--- src/rtl/evt_agg_pkg.sv ---
package evt_agg_pkg;

   // Byte distance between consecutive 32-bit registers of one group
   localparam int unsigned REG_STRIDE = 4;

   // True when v lies in the half-open range [lo, hi)
   function automatic logic in_range(logic [63:0] v, int unsigned lo, int unsigned hi);
      return (v >= 64'(lo)) && (v < 64'(hi));
   endfunction

endpackage

--- src/rtl/evt_agg_regif.sv ---
module evt_agg_regif #(
   parameter int unsigned ADDR_W     = 8,
   parameter int unsigned DATA_W     = 32,
   parameter int unsigned NUM_BANKS  = 2,
   parameter int unsigned CAUSE_BASE = 'h00,
   parameter int unsigned MASK_BASE  = 'h20,
   parameter int unsigned DB_OFS     = 'h30
) (
   input  logic                        bus_wr,
   input  logic [ADDR_W-1:0]           bus_addr,
   input  logic [NUM_BANKS*DATA_W-1:0] cause_all,
   input  logic [NUM_BANKS*DATA_W-1:0] mask_all,
   output logic [NUM_BANKS-1:0]        cause_wr,
   output logic [NUM_BANKS-1:0]        mask_wr,
   output logic                        db_wr,
   output logic [DATA_W-1:0]           bus_rdata
);
   import evt_agg_pkg::*;

   localparam int unsigned WIN_BYTES = NUM_BANKS * REG_STRIDE;
   localparam logic [ADDR_W-1:0] DB_ADDR = ADDR_W'(DB_OFS);

   // elaboration checks: windows in order, no overlap, inside address space
   if (CAUSE_BASE + WIN_BYTES > MASK_BASE) begin : g_chk_cause_win
      $error("cause window overlaps mask window");
   end
   if (MASK_BASE + WIN_BYTES > DB_OFS) begin : g_chk_mask_win
      $error("mask window overlaps doorbell");
   end
   if (DB_OFS >= (1 << ADDR_W)) begin : g_chk_db_addr
      $error("doorbell offset does not fit ADDR_W");
   end

   logic [NUM_BANKS-1:0] hit_cause;
   logic [NUM_BANKS-1:0] hit_mask;

   for (genvar b = 0; b < NUM_BANKS; b++) begin : g_dec
      localparam logic [ADDR_W-1:0] C_ADDR = ADDR_W'(CAUSE_BASE + b * REG_STRIDE);
      localparam logic [ADDR_W-1:0] M_ADDR = ADDR_W'(MASK_BASE + b * REG_STRIDE);
      assign hit_cause[b] = (bus_addr == C_ADDR);
      assign hit_mask[b]  = (bus_addr == M_ADDR);
      assign cause_wr[b]  = bus_wr & hit_cause[b];
      assign mask_wr[b]   = bus_wr & hit_mask[b];
   end

   assign db_wr = bus_wr & (bus_addr == DB_ADDR);

   // read mux: doorbell and unmapped offsets return zero
   always_comb begin
      bus_rdata = '0;
      for (int b = 0; b < NUM_BANKS; b++) begin
         if (hit_cause[b]) bus_rdata = cause_all[b*DATA_W +: DATA_W];
         if (hit_mask[b])  bus_rdata = mask_all[b*DATA_W +: DATA_W];
      end
   end

endmodule

--- src/rtl/evt_agg_db_decode.sv ---
module evt_agg_db_decode #(
   parameter int unsigned NUM_SRC   = 64,
   parameter int unsigned NUM_WIRED = 21,
   parameter int unsigned DATA_W    = 32
) (
   input  logic                         db_wr,
   input  logic [DATA_W-1:0]            db_data,
   output logic [NUM_SRC-NUM_WIRED-1:0] db_set
);
   import evt_agg_pkg::*;

   localparam int unsigned NUM_MSG = NUM_SRC - NUM_WIRED;

   if (DATA_W > 64) begin : g_chk_width
      $error("doorbell data wider than the range comparator");
   end

   logic in_rng;
   assign in_rng = in_range(64'(db_data), NUM_WIRED, NUM_SRC);

   // one comparator per message source; the full data word must match
   for (genvar m = 0; m < NUM_MSG; m++) begin : g_cmp
      localparam logic [DATA_W-1:0] SRC_NUM = DATA_W'(NUM_WIRED + m);
      assign db_set[m] = db_wr & in_rng & (db_data == SRC_NUM);
   end

endmodule

--- src/rtl/evt_agg_bank.sv ---
module evt_agg_bank #(
   parameter int unsigned DATA_W = 32
) (
   input  logic              clk,
   input  logic              rst_n,
   input  logic              cause_wr,
   input  logic              mask_wr,
   input  logic [DATA_W-1:0] wdata,
   input  logic [DATA_W-1:0] set_in,
   output logic [DATA_W-1:0] cause_q,
   output logic [DATA_W-1:0] mask_q,
   output logic [DATA_W-1:0] pend
);

   logic [DATA_W-1:0] clr_vec;
   assign clr_vec = cause_wr ? wdata : '0;

   // cause: write-one-to-clear, a set in the same cycle wins
   always_ff @(posedge clk or negedge rst_n) begin
      if (!rst_n) cause_q <= '0;
      else        cause_q <= (cause_q & ~clr_vec) | set_in;
   end

   // mask: 1 disables, reset leaves every source disabled
   always_ff @(posedge clk or negedge rst_n) begin
      if (!rst_n)       mask_q <= '1;
      else if (mask_wr) mask_q <= wdata;
   end

   assign pend = cause_q & ~mask_q;

   for (genvar i = 0; i < DATA_W; i++) begin : g_bit_chk
      AST_ACK_CLEARS: assert property (@(posedge clk) disable iff (!rst_n)
         (cause_wr && wdata[i] && !set_in[i]) |=> !cause_q[i]);
      AST_ZERO_KEEPS: assert property (@(posedge clk) disable iff (!rst_n)
         (cause_wr && !wdata[i] && cause_q[i]) |=> cause_q[i]);
      AST_SET_LANDS: assert property (@(posedge clk) disable iff (!rst_n)
         set_in[i] |=> cause_q[i]);
      AST_NO_SELF_SET: assert property (@(posedge clk) disable iff (!rst_n)
         (!set_in[i] && !cause_q[i]) |=> !cause_q[i]);
   end

   AST_MASK_LOAD: assert property (@(posedge clk) disable iff (!rst_n)
      mask_wr |=> (mask_q == $past(wdata)));
   AST_MASK_HOLD: assert property (@(posedge clk) disable iff (!rst_n)
      !mask_wr |=> $stable(mask_q));

endmodule

--- src/rtl/evt_agg_summary.sv ---
module evt_agg_summary #(
   parameter int unsigned NUM_SRC = 64,
   parameter int unsigned OUT_REG = 1
) (
   input  logic               clk,
   input  logic               rst_n,
   input  logic [NUM_SRC-1:0] pend_all,
   output logic               irq
);

   if (OUT_REG > 1) begin : g_chk_opt
      $error("OUT_REG must be 0 or 1");
   end

   if (OUT_REG == 1) begin : g_reg
      always_ff @(posedge clk or negedge rst_n) begin
         if (!rst_n) irq <= 1'b0;
         else        irq <= |pend_all;
      end
   end else begin : g_comb
      // clk/rst_n unused in this variant
      logic unused_ok;
      assign unused_ok = clk ^ rst_n;
      assign irq = |pend_all;
   end

endmodule

--- src/rtl/evt_aggregator.sv ---
module evt_aggregator #(
   parameter int unsigned NUM_SRC    = 64,
   parameter int unsigned NUM_WIRED  = 21,
   parameter int unsigned DATA_W     = 32,
   parameter int unsigned ADDR_W     = 8,
   parameter int unsigned CAUSE_BASE = 'h00,
   parameter int unsigned MASK_BASE  = 'h20,
   parameter int unsigned DB_OFS     = 'h30,
   parameter int unsigned OUT_REG    = 1
) (
   input  logic                 clk,
   input  logic                 rst_n,
   input  logic                 bus_wr,
   input  logic [ADDR_W-1:0]    bus_addr,
   input  logic [DATA_W-1:0]    bus_wdata,
   output logic [DATA_W-1:0]    bus_rdata,
   input  logic [NUM_WIRED-1:0] wired_irq,
   output logic                 irq_out
);
   import evt_agg_pkg::*;

   localparam int unsigned NUM_BANKS = NUM_SRC / DATA_W;
   localparam int unsigned NUM_MSG   = NUM_SRC - NUM_WIRED;
   localparam int unsigned IDX_W     = $clog2(NUM_SRC);
   localparam logic [NUM_SRC-1:0] MSG_BITS = {{NUM_MSG{1'b1}}, {NUM_WIRED{1'b0}}};

   if (NUM_SRC % DATA_W != 0) begin : g_chk_div
      $error("NUM_SRC must be a multiple of DATA_W");
   end
   if (NUM_WIRED < 1 || NUM_WIRED >= NUM_SRC) begin : g_chk_split
      $error("NUM_WIRED must leave at least one source on each side");
   end

   logic [NUM_BANKS-1:0]        cause_wr;
   logic [NUM_BANKS-1:0]        mask_wr;
   logic                        db_wr;
   logic [NUM_MSG-1:0]          db_set;
   logic [NUM_SRC-1:0]          src_set;
   logic [NUM_SRC-1:0]          cause_all;
   logic [NUM_SRC-1:0]          mask_all;
   logic [NUM_SRC-1:0]          pend_all;

   evt_agg_regif #(
      .ADDR_W    (ADDR_W),
      .DATA_W    (DATA_W),
      .NUM_BANKS (NUM_BANKS),
      .CAUSE_BASE(CAUSE_BASE),
      .MASK_BASE (MASK_BASE),
      .DB_OFS    (DB_OFS)
   ) regif_i (
      .bus_wr   (bus_wr),
      .bus_addr (bus_addr),
      .cause_all(cause_all),
      .mask_all (mask_all),
      .cause_wr (cause_wr),
      .mask_wr  (mask_wr),
      .db_wr    (db_wr),
      .bus_rdata(bus_rdata)
   );

   evt_agg_db_decode #(
      .NUM_SRC  (NUM_SRC),
      .NUM_WIRED(NUM_WIRED),
      .DATA_W   (DATA_W)
   ) db_dec_i (
      .db_wr  (db_wr),
      .db_data(bus_wdata),
      .db_set (db_set)
   );

   // fixed split of the index space: wired sources low, message sources high
   assign src_set = {db_set, wired_irq};

   for (genvar b = 0; b < NUM_BANKS; b++) begin : g_bank
      evt_agg_bank #(
         .DATA_W(DATA_W)
      ) bank_i (
         .clk     (clk),
         .rst_n   (rst_n),
         .cause_wr(cause_wr[b]),
         .mask_wr (mask_wr[b]),
         .wdata   (bus_wdata),
         .set_in  (src_set[b*DATA_W +: DATA_W]),
         .cause_q (cause_all[b*DATA_W +: DATA_W]),
         .mask_q  (mask_all[b*DATA_W +: DATA_W]),
         .pend    (pend_all[b*DATA_W +: DATA_W])
      );
   end

   evt_agg_summary #(
      .NUM_SRC(NUM_SRC),
      .OUT_REG(OUT_REG)
   ) summary_i (
      .clk     (clk),
      .rst_n   (rst_n),
      .pend_all(pend_all),
      .irq     (irq_out)
   );

   logic db_in_rng;
   assign db_in_rng = in_range(64'(bus_wdata), NUM_WIRED, NUM_SRC);

   AST_DB_SETS_SOURCE: assert property (@(posedge clk) disable iff (!rst_n)
      (db_wr && db_in_rng) |=> cause_all[$past(bus_wdata[IDX_W-1:0])]);
   AST_DB_OUT_OF_RANGE: assert property (@(posedge clk) disable iff (!rst_n)
      (db_wr && !db_in_rng) |=> (((cause_all & ~$past(cause_all)) & MSG_BITS) == '0));
   AST_BUS_ONE_TARGET: assert property (@(posedge clk) disable iff (!rst_n)
      $onehot0({cause_wr, mask_wr, db_wr}));

   if (OUT_REG == 1) begin : g_irq_chk
      AST_IRQ_TRACKS: assert property (@(posedge clk) disable iff (!rst_n)
         1'b1 |=> (irq_out == $past(|(cause_all & ~mask_all))));
   end

endmodule

--- config.mk ---
export PLATFORM = sky130hd
export DESIGN_NAME = evt_aggregator
export DESIGN_NICKNAME = d
export VERILOG_FILES = /design/src/rtl/evt_agg_pkg.sv /design/src/rtl/evt_agg_regif.sv /design/src/rtl/evt_agg_db_decode.sv /design/src/rtl/evt_agg_bank.sv /design/src/rtl/evt_agg_summary.sv /design/src/rtl/evt_aggregator.sv
export SDC_FILE = /design/constraint.sdc
export NUM_CORES = 1
export LEC_CHECK = 0
export BUFFER_PORTS_ARGS = -buffer_cell sky130_fd_sc_hd__buf_4
export CORE_MARGIN = 2
export CORE_UTILIZATION = 29
export CTS_BUF_LIST = sky130_fd_sc_hd__clkbuf_4
export DETAILED_ROUTE_END_ITERATION = 10
export PLACE_DENSITY = 0.43
export SYNTH_ARGS = -nofsm -noshare
export SYNTH_HDL_FRONTEND = slang
export SYNTH_SLANG_ARGS = --single-unit
--- constraint.sdc ---
create_clock -name clk -period 5.72 [get_ports clk]
set_input_delay 1.144 -clock clk [delete_from_list [all_inputs] [get_ports clk]]
set_output_delay 1.144 -clock clk [all_outputs]
set_load 0.05 [all_outputs]
==> flow_summary.toml <==
[status]
status = "finished, final reports clean"

[cts]
cts_max_path_buffers = 2
path_clk_slew_ns = 0.10
cts_tree = "done"
post_cts_buffers = 0
cts_made_buffers = 17
htreeDepth = 4
clock_sink_count = 129
clockRootBuffer = "clkbuf_4"
holdBufCountCts = 0
insertion_delay_ns = 0.56
cts_resized = 0

[grt]
grt_pass1_wl_um = 38200
grt_pass1_vias = 5966
antenna_found_initial = 1
grtUsageTotal = 0.218
grt_max_degree = 94
grt_overflow = 0

[floorplan]
fp.coreArea_um2 = 22500
fp-row-count = 55
ios = 97
fp.dieArea_um2 = 24000
fp.dieW_um = 155
initial_utilization = 0.293
die_h_um = 155

[power_and_ir_drop]
vdd_drop_max_v = 0.0000793
p_leak_nw = 3.28
p_per_area_nw_per_um2 = 220
p_total_mw = 1.75

[timing]
finalCritPeriodShare = 0.799
slew_headroom = 0.356
rsz0062_at_grt = "no"
max_freq_mhz = 219
fin_setup_tns_ns = 0
drv_slew = 0
hold_slack_ns = 0.496
worst_pin_slew_ns = 0.965
setup_viol = 0
timing.final.ws_setup_ns = 1.15
hold_violations = 0
period_needed_ns = 4.57
skew_ns = 0.0210

[route]
wl_um = 25500
viasPerCell = 5.46
wl_per_cell_um = 23.5
vias = 5931
drtIter0Drc = 388
dr.pass1.iters = 5
drtAntennaViolNets = 0
drc = 0

[synthesis]
syn-num-nets = 758
yosys_warnings = 0
synth.avg_cell_area_um2 = 9.51
synth-xor-area-share = 0
synthMuxAreaShare = 0.0683
synthSimpleGateAreaFrac = 0.173
synth-seq-area-share = 0.501
synth_top_family_by_area = "compound AO/OA/AOI/OAI gates"
yosysUniqueCellTypes = 35
netlist_area_um2 = 6600
synthTopCellsByArea = "dfstp_2, dfrtp_1, o21ai_0"
synth.top_cell.area_share = 0.255
synth_fa_ha_area_frac = 0
synthCells = 694
yosysTopAreaCell = "dfstp_2"
synth_compound_area_frac = 0.207
ys_ff_latch = 129

[finish]
nFillCells = 2347
regArea_um2 = 3310
design_area_um2 = 7920
area_growth_pct = 20.0
multi_input_area_um2 = 2970
final_cells = 1086
nets = 851
drive_gt1_frac = 0.320
fin_util = 0.352

[critical_path]
arrival_ns = 3.42
endpoint_kind = "output pin"
path_max_fanout = 13
criticalPathCategory = "input pin to output pin"
startpoint_type = "input pin"
crit_required_ns = 4.58

[place]
gp_congestion = 0.903
place_area_um2 = 7650
io_buffers = 96
dp_hpwl_um = 18200
pre_cts_slack_ns = 1.21
dp_cells = 1053

[hold_path]
hp-class = "register to register"

[flow_run]
drv_cap = 0
per-layer routing:
| layer | global-route usage | vias up | share of wire |
|---|---|---|---|
| met2 | 0.344 | 238 | 0.46 |
| li1 | - | 2675 | - |
| met1 | 0.305 | 2980 | 0.46 |
| met5 | 0 | - | 0 |
| met3 | 0.0398 | 38 | 0.056 |
| met4 | 0.0622 | 0 | 0.020 |
kinds of logic (layout without fill, tap and decap cells):
| family | count (synthesis) | in the layout |
|---|---|---|
| muxes | 40 | 40 |
| buffers and inverters | 86 | 192 |
| AOI/OAI and AO/OA | 236 | 236 |
| and+or+nand+nor | 203 | 203 |
| other | 0 | 1 |
| DFF | 129 | 129 |
worst max-delay path, cell delays in order:
cell and delay [ns]:
buf_4 0.20, nor4_1 0.69, and2_1 0.53, buf_4 0.29
a22oi_1 0.13, a31oi_1 0.20, buf_4 0.23
final cells by class:
type,instances,area share
diodes,1,0.000316
flip-flops and latches,129,0.418
clock buffers,22,0.0209
inverters,49,0.0232
clock inverters,10,0.0120
multi-input cells,479,0.375
well taps,285,0.0450
repair buffers,111,0.106
synth_stat cells (all sizes together):
cell and instances:
a21oi 25, o21ai 135, or2 1, nand4 7, dfrtp 65, or4bb 1, clkbuf 29, and4 1
nor4bb 1, nor2 23, nand2 49, a22oi 32, o31ai 5, nor3 5, or4 5, and2 3
nor4b 2, dfstp 64, nand2b 71, a31oi 7, inv 49, o22ai 16, nand3 19, buf 8
mux2 40, or3b 1, o2111ai 16, nor4 14
flip-flops by register name (all words and copies together), names as in the netlist:
signal                 flops
g_bank.bank_i.mask_q      64
summary_i.irq              1
g_bank.bank_i.cause_q     64
final timing paths:
path / start / to / slack [ns] / cells past startpoint
worst max-delay path: bus_addr[5] / bus_rdata[0] / 1.15 / 7
worst min-delay path: g_bank[1].bank_i.mask_q[22] / g_bank[1].bank_i.mask_q[22] / 0.50 / 2
worst max register to register: g_bank[0].bank_i.mask_q[0] / summary_i.irq / 3.82 / 4
worst min register to register: g_bank[1].bank_i.mask_q[22] / g_bank[1].bank_i.mask_q[22] / 0.50 / 2
max in group asynchronous: rst_n / g_bank[1].bank_i.mask_q[19] / 3.97 / 2
min in group asynchronous: rst_n / g_bank[0].bank_i.cause_q[8] / 0.64 / 1
cells in the final DEF (no fill, tap or decap), drive strengths merged:
cell	Yosys	routed
o21ai	135	135
buf	8	111
nand2b	71	71
dfrtp	65	65
dfstp	64	64
inv	49	49
nand2	49	49
mux2	40	40
a22oi	32	32
a21oi	25	25
nor2	23	23
clkbuf	29	22
nand3	19	19
o22ai	16	16
o2111ai	16	16
nor4	14	14
clkinv	0	8
nand4	7	7
a31oi	7	7
o31ai	5	5
nor3	5	5
or4	5	5
and2	3	3
nor4b	2	2
bufinv	0	2
diode	0	1
nor4bb	1	1
and4	1	1
or4bb	1	1
or2	1	1
or3b	1	1
power by group:
part,internal (mW),total [mW],switching [mW]
registers,0.952,0.969,0.0171
logic,0.0623,0.157,0.0943
clock network,0.275,0.620,0.345
Power figures use the tool's default switching activity.
